## config.mk

```make
export PLATFORM = sky130hd
export DESIGN_NAME = hs_burst_tx
export DESIGN_NICKNAME = d
export VERILOG_FILES = /design/src/rtl/hs_lane_pkg.sv /design/src/rtl/hs_lane_fsm.sv /design/src/rtl/hs_byte_shifter.sv /design/src/rtl/hs_clk_lane.sv /design/src/rtl/hs_burst_tx.sv
export SDC_FILE = /design/constraint.sdc
export NUM_CORES = 1
export LEC_CHECK = 0
export BUFFER_PORTS_ARGS = -buffer_cell sky130_fd_sc_hd__buf_4
export CAP_MARGIN = 20
export CORE_MARGIN = 1
export CORE_UTILIZATION = 60
export CTS_BUF_LIST = sky130_fd_sc_hd__clkbuf_4
export DETAILED_ROUTE_END_ITERATION = 16
export PLACE_DENSITY = 0.95
export SLEW_MARGIN = 5
export SYNTH_ARGS = -nofsm -noshare
export SYNTH_HDL_FRONTEND = slang
export SYNTH_SLANG_ARGS = --single-unit
```

## constraint.sdc

```tcl
create_clock -name clk -period 5.6 [get_ports clk]
set_clock_uncertainty 0.2 [all_clocks]
set_input_delay 0.28 -clock clk [delete_from_list [all_inputs] [get_ports clk]]
set_output_delay 0.28 -clock clk [all_outputs]
set_load 0.005 [all_outputs]
```

## src/rtl/hs_lane_pkg.sv

```systemverilog
package hs_lane_pkg;

  typedef enum logic [2:0] {
    ST_IDLE  = 3'd0,
    ST_LP11  = 3'd1,
    ST_LP01  = 3'd2,
    ST_LP00  = 3'd3,
    ST_SYNC  = 3'd4,
    ST_DATA  = 3'd5,
    ST_TRAIL = 3'd6,
    ST_POST  = 3'd7
  } lane_st_e;

  localparam logic [7:0] SOT_SYNC = 8'h1D;
  localparam logic [1:0] CLK_TOGGLE = 2'b10;

  // two bits of a byte for a given quarter, lower bit first
  function automatic logic [1:0] pair_at(input logic [7:0] b, input logic [1:0] ph);
    return b[{ph, 1'b0} +: 2];
  endfunction

  function automatic logic is_hs(input lane_st_e s);
    return (s == ST_SYNC) || (s == ST_DATA) || (s == ST_TRAIL);
  endfunction

endpackage

```

## src/rtl/hs_lane_fsm.sv

```systemverilog
module hs_lane_fsm
  import hs_lane_pkg::*;
#(
  parameter int CNT_W = 8
) (
  input  logic             clk,
  input  logic             rst_n,
  input  logic             burst_req,
  input  logic [CNT_W-1:0] cfg_lp11_cyc,
  input  logic [CNT_W-1:0] cfg_lp01_cyc,
  input  logic [CNT_W-1:0] cfg_lp00_cyc,
  input  logic [CNT_W-1:0] cfg_trail_cyc,
  input  logic             s_valid,
  input  logic             s_last,
  output lane_st_e         st,
  output logic [1:0]       phase,
  output logic             slot,
  output logic             take,
  output logic             dry,
  output logic             load_sync,
  output logic             err_q,
  output logic             done_q
);

  logic [CNT_W-1:0] tmr;
  logic             last_q;

  // count reload: a programmed zero behaves as one cycle
  function automatic logic [CNT_W-1:0] span_m1(input logic [CNT_W-1:0] c);
    return (c == '0) ? '0 : c - 1'b1;
  endfunction

  assign slot      = (phase == 2'd3) && ((st == ST_SYNC) || ((st == ST_DATA) && !last_q));
  assign take      = slot && s_valid;
  assign dry       = slot && !s_valid;
  assign load_sync = (st == ST_LP00) && (tmr == '0);

  always_ff @(posedge clk or negedge rst_n) begin
    if (!rst_n) begin
      st     <= ST_IDLE;
      tmr    <= '0;
      phase  <= 2'd0;
      last_q <= 1'b0;
      err_q  <= 1'b0;
      done_q <= 1'b0;
    end else begin
      err_q  <= dry;
      done_q <= 1'b0;
      case (st)
        ST_IDLE: begin
          if (burst_req) begin
            st     <= ST_LP11;
            tmr    <= span_m1(cfg_lp11_cyc);
            last_q <= 1'b0;
          end
        end
        ST_LP11: begin
          if (tmr == '0) begin
            st  <= ST_LP01;
            tmr <= span_m1(cfg_lp01_cyc);
          end else begin
            tmr <= tmr - 1'b1;
          end
        end
        ST_LP01: begin
          if (tmr == '0) begin
            st  <= ST_LP00;
            tmr <= span_m1(cfg_lp00_cyc);
          end else begin
            tmr <= tmr - 1'b1;
          end
        end
        ST_LP00: begin
          if (tmr == '0) begin
            st    <= ST_SYNC;
            phase <= 2'd0;
          end else begin
            tmr <= tmr - 1'b1;
          end
        end
        ST_SYNC, ST_DATA: begin
          phase <= phase + 2'd1;
          if (phase == 2'd3) begin
            if (take) begin
              st     <= ST_DATA;
              last_q <= s_last;
            end else begin
              st  <= ST_TRAIL;
              tmr <= span_m1(cfg_trail_cyc);
            end
          end
        end
        ST_TRAIL: begin
          if (tmr == '0) st <= ST_POST;
          else           tmr <= tmr - 1'b1;
        end
        ST_POST: begin
          st     <= ST_IDLE;
          done_q <= 1'b1;
        end
        default: st <= ST_IDLE;
      endcase
    end
  end

endmodule

```

## src/rtl/hs_byte_shifter.sv

```systemverilog
module hs_byte_shifter
  import hs_lane_pkg::*;
(
  input  logic       clk,
  input  logic       rst_n,
  input  logic       load_sync,
  input  logic       take,
  input  logic [7:0] s_data,
  input  logic [1:0] phase,
  output logic [1:0] pair,
  output logic       trail_bit
);

  logic [7:0] sh;

  always_ff @(posedge clk or negedge rst_n) begin
    if (!rst_n)         sh <= '0;
    else if (load_sync) sh <= SOT_SYNC;
    else if (take)      sh <= s_data;
  end

  assign pair      = pair_at(sh, phase);
  // the register still holds the byte just finished when the trail starts
  assign trail_bit = ~sh[7];

endmodule

```

## src/rtl/hs_clk_lane.sv

```systemverilog
module hs_clk_lane
  import hs_lane_pkg::*;
(
  input  lane_st_e   st,
  output logic       clk_hs_en,
  output logic [1:0] clk_pair
);

  always_comb begin
    clk_hs_en = 1'b0;
    clk_pair  = 2'b00;
    case (st)
      ST_LP00, ST_POST: clk_hs_en = 1'b1;
      ST_SYNC, ST_DATA, ST_TRAIL: begin
        clk_hs_en = 1'b1;
        clk_pair  = CLK_TOGGLE;
      end
      default: ;
    endcase
  end

endmodule

```

## src/rtl/hs_burst_tx.sv

```systemverilog
module hs_burst_tx
  import hs_lane_pkg::*;
#(
  parameter int CNT_W = 8
) (
  input  logic             clk,
  input  logic             rst_n,
  input  logic             burst_req,
  input  logic [CNT_W-1:0] cfg_lp11_cyc,
  input  logic [CNT_W-1:0] cfg_lp01_cyc,
  input  logic [CNT_W-1:0] cfg_lp00_cyc,
  input  logic [CNT_W-1:0] cfg_trail_cyc,
  input  logic [7:0]       s_data,
  input  logic             s_valid,
  input  logic             s_last,
  output logic             s_ready,
  output logic             lp_dp,
  output logic             lp_dn,
  output logic             hs_en,
  output logic [1:0]       hs_pair,
  output logic             clk_hs_en,
  output logic [1:0]       clk_pair,
  output logic             lane_idle,
  output logic             burst_done,
  output logic             underrun
);

  lane_st_e   st;
  logic [1:0] phase;
  logic       slot_ev;
  logic       take_ev;
  logic       dry_ev;
  logic       load_sync;
  logic [1:0] byte_pair;
  logic       trail_bit;

  hs_lane_fsm #(.CNT_W(CNT_W)) u_fsm (
    .clk           (clk),
    .rst_n         (rst_n),
    .burst_req     (burst_req),
    .cfg_lp11_cyc  (cfg_lp11_cyc),
    .cfg_lp01_cyc  (cfg_lp01_cyc),
    .cfg_lp00_cyc  (cfg_lp00_cyc),
    .cfg_trail_cyc (cfg_trail_cyc),
    .s_valid       (s_valid),
    .s_last        (s_last),
    .st            (st),
    .phase         (phase),
    .slot          (slot_ev),
    .take          (take_ev),
    .dry           (dry_ev),
    .load_sync     (load_sync),
    .err_q         (underrun),
    .done_q        (burst_done)
  );

  hs_byte_shifter u_shift (
    .clk       (clk),
    .rst_n     (rst_n),
    .load_sync (load_sync),
    .take      (take_ev),
    .s_data    (s_data),
    .phase     (phase),
    .pair      (byte_pair),
    .trail_bit (trail_bit)
  );

  hs_clk_lane u_clk (
    .st        (st),
    .clk_hs_en (clk_hs_en),
    .clk_pair  (clk_pair)
  );

  assign s_ready   = slot_ev;
  assign lane_idle = (st == ST_IDLE);
  assign hs_en     = is_hs(st);

  always_comb begin
    hs_pair = 2'b00;
    if (st == ST_TRAIL)                        hs_pair = {2{trail_bit}};
    else if ((st == ST_SYNC) || (st == ST_DATA)) hs_pair = byte_pair;
  end

  always_comb begin
    case (st)
      ST_LP01:                    {lp_dp, lp_dn} = 2'b01;
      ST_LP00, ST_SYNC, ST_DATA,
      ST_TRAIL:                   {lp_dp, lp_dn} = 2'b00;
      default:                    {lp_dp, lp_dn} = 2'b11;
    endcase
  end

endmodule

```

==> results by group <==
Drt
  – DR WL/cell: 17.90 µm
  – Met3 Wirelength: 651 µm
  – Via Count: 2519
  – DRC: 0
  – Starting DRT DRC Count: 363
  – DR WL met2: 3423 µm
  – Highest metal layer with signal wires: met4
  – Total Wirelength: 6872 µm
  – Post-route antenna net violation count: 0
  – Drt first pass iters: 9
  – Vias/cell: 6.560
  – M1 WL: 2545 µm

Synth
  – Mean Syn Cell Area: 8.092 µm²
  – Syn Inst Count: 278
  – Cell area after synthesis: 0.002250 mm²
  – Post-synth EDFFs: 0
  – Post-synth ARST share: 100.0%
  – Seq/Total Area, Yosys: 26.70%
  – Synthesis-stage register bit count: 24
  – Syn. warnings: 0
  – Post-synth cell types: 54
  – Synth Flop Type: dfrtp_1
  – Syn_nets: 333

Placed design
  – Placed cell count: 370
  – Placed instance area: 0.002665 mm²
  – Placer Congestion: 0.8761
  – Port buffer count: 55
  – Dpl ws: 2.732 ns
  – Post-DP HPWL: 4626 µm

Job
  – Max-cap viol count: 0

Floorplan
  – Die span in x: 63.23 µm
  – Chip height: 63.23 µm
  – Die Area: 0.003998 mm²
  – Num rows: 21
  – Starting density of the core: 64.86%
  – Placeable Area: 0.003468 mm²
  – IO Pins: 57

Setup path
  – Slowest Stage Delay on Critical Path: 0.65 ns
  – Critical path launch point type: flip-flop
  – Arr. time, crit path: 3.11 ns
  – Crit path to: u_fsm.tmr[5]
  – Top Family by Delay on Critical Path: simple AND/OR/NAND/NOR gates
  – Crit. End Element: flip-flop
  – R2r worst-path depth: 6
  – Critical-path cell with the highest stage delay: dfrtp_1
  – Worst-path fanout max: 17
  – Data required time of the worst path: 5.62 ns
  – CP cell instances: nor2b_1 -> nand4_1 -> o211ai_1 -> a311o_2 -> nand2b_1 -> o221ai_1
  – FF-to-FF setup slack: 2.51 ns
  – Worst Path Buf+Inv: 0
  – RR Startpoint: u_fsm.st[2]
  – CP Class: reg -> reg
  – Worst R2R End: u_fsm.tmr[5]
  – Crit. path cell count: 6
  – Critical Path Start: u_fsm.st[2]

Clock network
  – Clock transition at the registers of the reported paths: 0.16 ns
  – Clk Latency, worst-skew pair: 0.34 ns
  – H-tree depth: 1
  – Post-CTS Setup Inserts: 0
  – Clock Sinks: 24
  – Root Driver: clkbuf_4
  – CTS Buf Count: 3
  – CTS tree: done
  – CTS max path bufs: 2

Min path
  – Type of the most critical hold path: in -> reg

Finish
  – Commonest non-fill, non-tap cell in the layout: buf_4
  – Layout area overhead: 25.25%
  – Fillers: 242
  – Most frequent cells in the layout: 55 x buf_4, 38 x nor2_1, 24 x nand2_1, 24 x dfrtp_1
  – Design area: 0.002818 mm²
  – Final non-filler cell total: 384
  – Antenna diode count: 0
  – Multi-input gate area: 0.001538 mm²
  – Sequential cell area: 600.6 µm²
  – Net count, final: 394
  – Layout cells sized above 1: 22.78%

STA
  – Setup TNS: 0 ns
  – Final Hold Fails: 0
  – PnR worst setup slack: 2.505 ns
  – Count of pins over their slew limit: 0
  – Tcrit/Tclk final: 55.27%
  – WHS: 0.01430 ns
  – Final setup viols: 0
  – Minimum clock period: 3.095 ns
  – Worst-Margin Slew: 0.7229 ns
  – Max Clk Rate: 323.1 MHz
  – Slew Limit Headroom: 51.67%
  – Unrepaired setup endpoints after global routing: no

Global routing
  – Largest net degree at the start of global routing: 25
  – First-pass GRT wire length: 10820 µm
  – Total global-route track usage: 34.75%
  – Initial antenna violation count: 0
  – Gr ovfl total: 0
  – Number of global-route vias before repair: 2392

Pwr
  – Leak: 1.250 nW
  – PD cells: 311.3 mW/mm²
  – Maximum vdd drop: 0.1887 mV

Run status
  – Outcome: complete, no violations
area by class of cell:
class / instances / area share [%]
clock buffer: 3 / 0.7993
clock inverter: 1 / 1.066
inverter: 15 / 1.998
multi-input combinational: 230 / 54.57
sequential: 24 / 21.31
tap: 46 / 2.043
timing repair buffer: 65 / 18.21
metal layers:
| layer | vias to the layer above | global-route usage, % |
|---|---|---|
| li1 | 1133 | - |
| met2 | 176 | 60.75 |
| met1 | 1171 | 41.78 |
| met4 | 0 | 13.92 |
| met5 | - | 0 |
| met3 | 39 | 6.341 |
tightest hold or removal path: cells and delay by family:
| kind | cells | cell delay (ns) |
|---|---|---|
| buffers and inverters | 1 | 0.08 |
| muxes | 1 | 0.06 |
| and+or+nand+nor | 1 | 0.10 |
power breakdown:
| part | switching [mW] | total (mW) | leakage, nW | internal, mW |
|---|---|---|---|---|
| combinational | 0.255 | 0.449 | 0.930 | 0.195 |
| clock | 0.0626 | 0.135 | 0.0279 | 0.0724 |
| sequential | 0.0791 | 0.293 | 0.292 | 0.214 |
flip-flops by register name, indices dropped and copies added (netlist names):
register / flops
u_fsm.phase: 2
u_fsm.st: 3
u_shift.sh: 8
u_fsm.done_q: 1
u_fsm.tmr: 8
u_fsm.last_q: 1
u_fsm.err_q: 1
synthesized netlist by cell type (2+ instances only):
cell      count  area share, %
xor2_1        3            1.2
o22ai_1      11            3.1
nand4_1       4            1.1
buf_2         5            1.1
xnor2_1      11            4.3
a31o_2        2           0.78
o31ai_1       3            1.0
a21oi_1      16            3.6
nor2_1       38            6.3
a221oi_2      3            2.0
mux2i_1      13            5.8
buf_4         2           0.67
nand4b_1      2           0.78
o32ai_1       2           0.78
and3_1        3           0.83
nor3_1       16            3.6
nand2b_1      5            1.4
o211ai_1      2           0.67
nand2_1      24            4.0
nor2b_1       5            1.4
o221ai_1      3            1.2
nor4_1        8            2.2
ha_1         10            5.6
nand3_1       5            1.1
inv_1        14            2.3
o21ai_1       5            1.1
or3_1         3           0.83
a211oi_1      2           0.67
mux4_2        2            2.0
o21ai_0       9            2.0
dfrtp_1      24             27
metrics by stage:
stage / power, mW / util (%)
floorplan: 0.5777 / -
global placement: 0.6844 / 76.84
detailed placement: 0.7066 / 76.84
CTS: 0.8468 / 80.95
global route: 0.9219 / 81.24
finish: 0.8771 / 81.24
worst min-delay path by stage:
stage | start | end | slack, ns | cells past startpoint
CTS | s_data[6] | u_shift.sh[6] | 0.004 | 3
global placement | rst_n | u_fsm.err_q | -0.008 | 1
finish | s_data[7] | u_shift.sh[7] | 0.01 | 3
global route | s_data[7] | u_shift.sh[7] | 0.03 | 3
detailed placement | rst_n | u_fsm.err_q | -0.008 | 1
floorplan | rst_n | u_fsm.done_q | -0.22 | 0
timing repair:
action	in CTS	in global routing
resized for setup	0	0
hold buffers	9	1
endpoints found under the hold margin	32	1
kinds of logic (layout without fill, tap and decap cells):
logic type	after synthesis	after routing	share of synthesized area, %
simple gates	126	126	29.42
compound gates	64	64	19.97
fa+ha+maj	10	10	5.562
mux	15	15	7.786
xor+xnor	14	14	5.451
buf+inv	24	84	4.949
other cells	1	1	0.1667
flops	24	24	26.70
No activity file was read; power rests on OpenSTA's default activity.
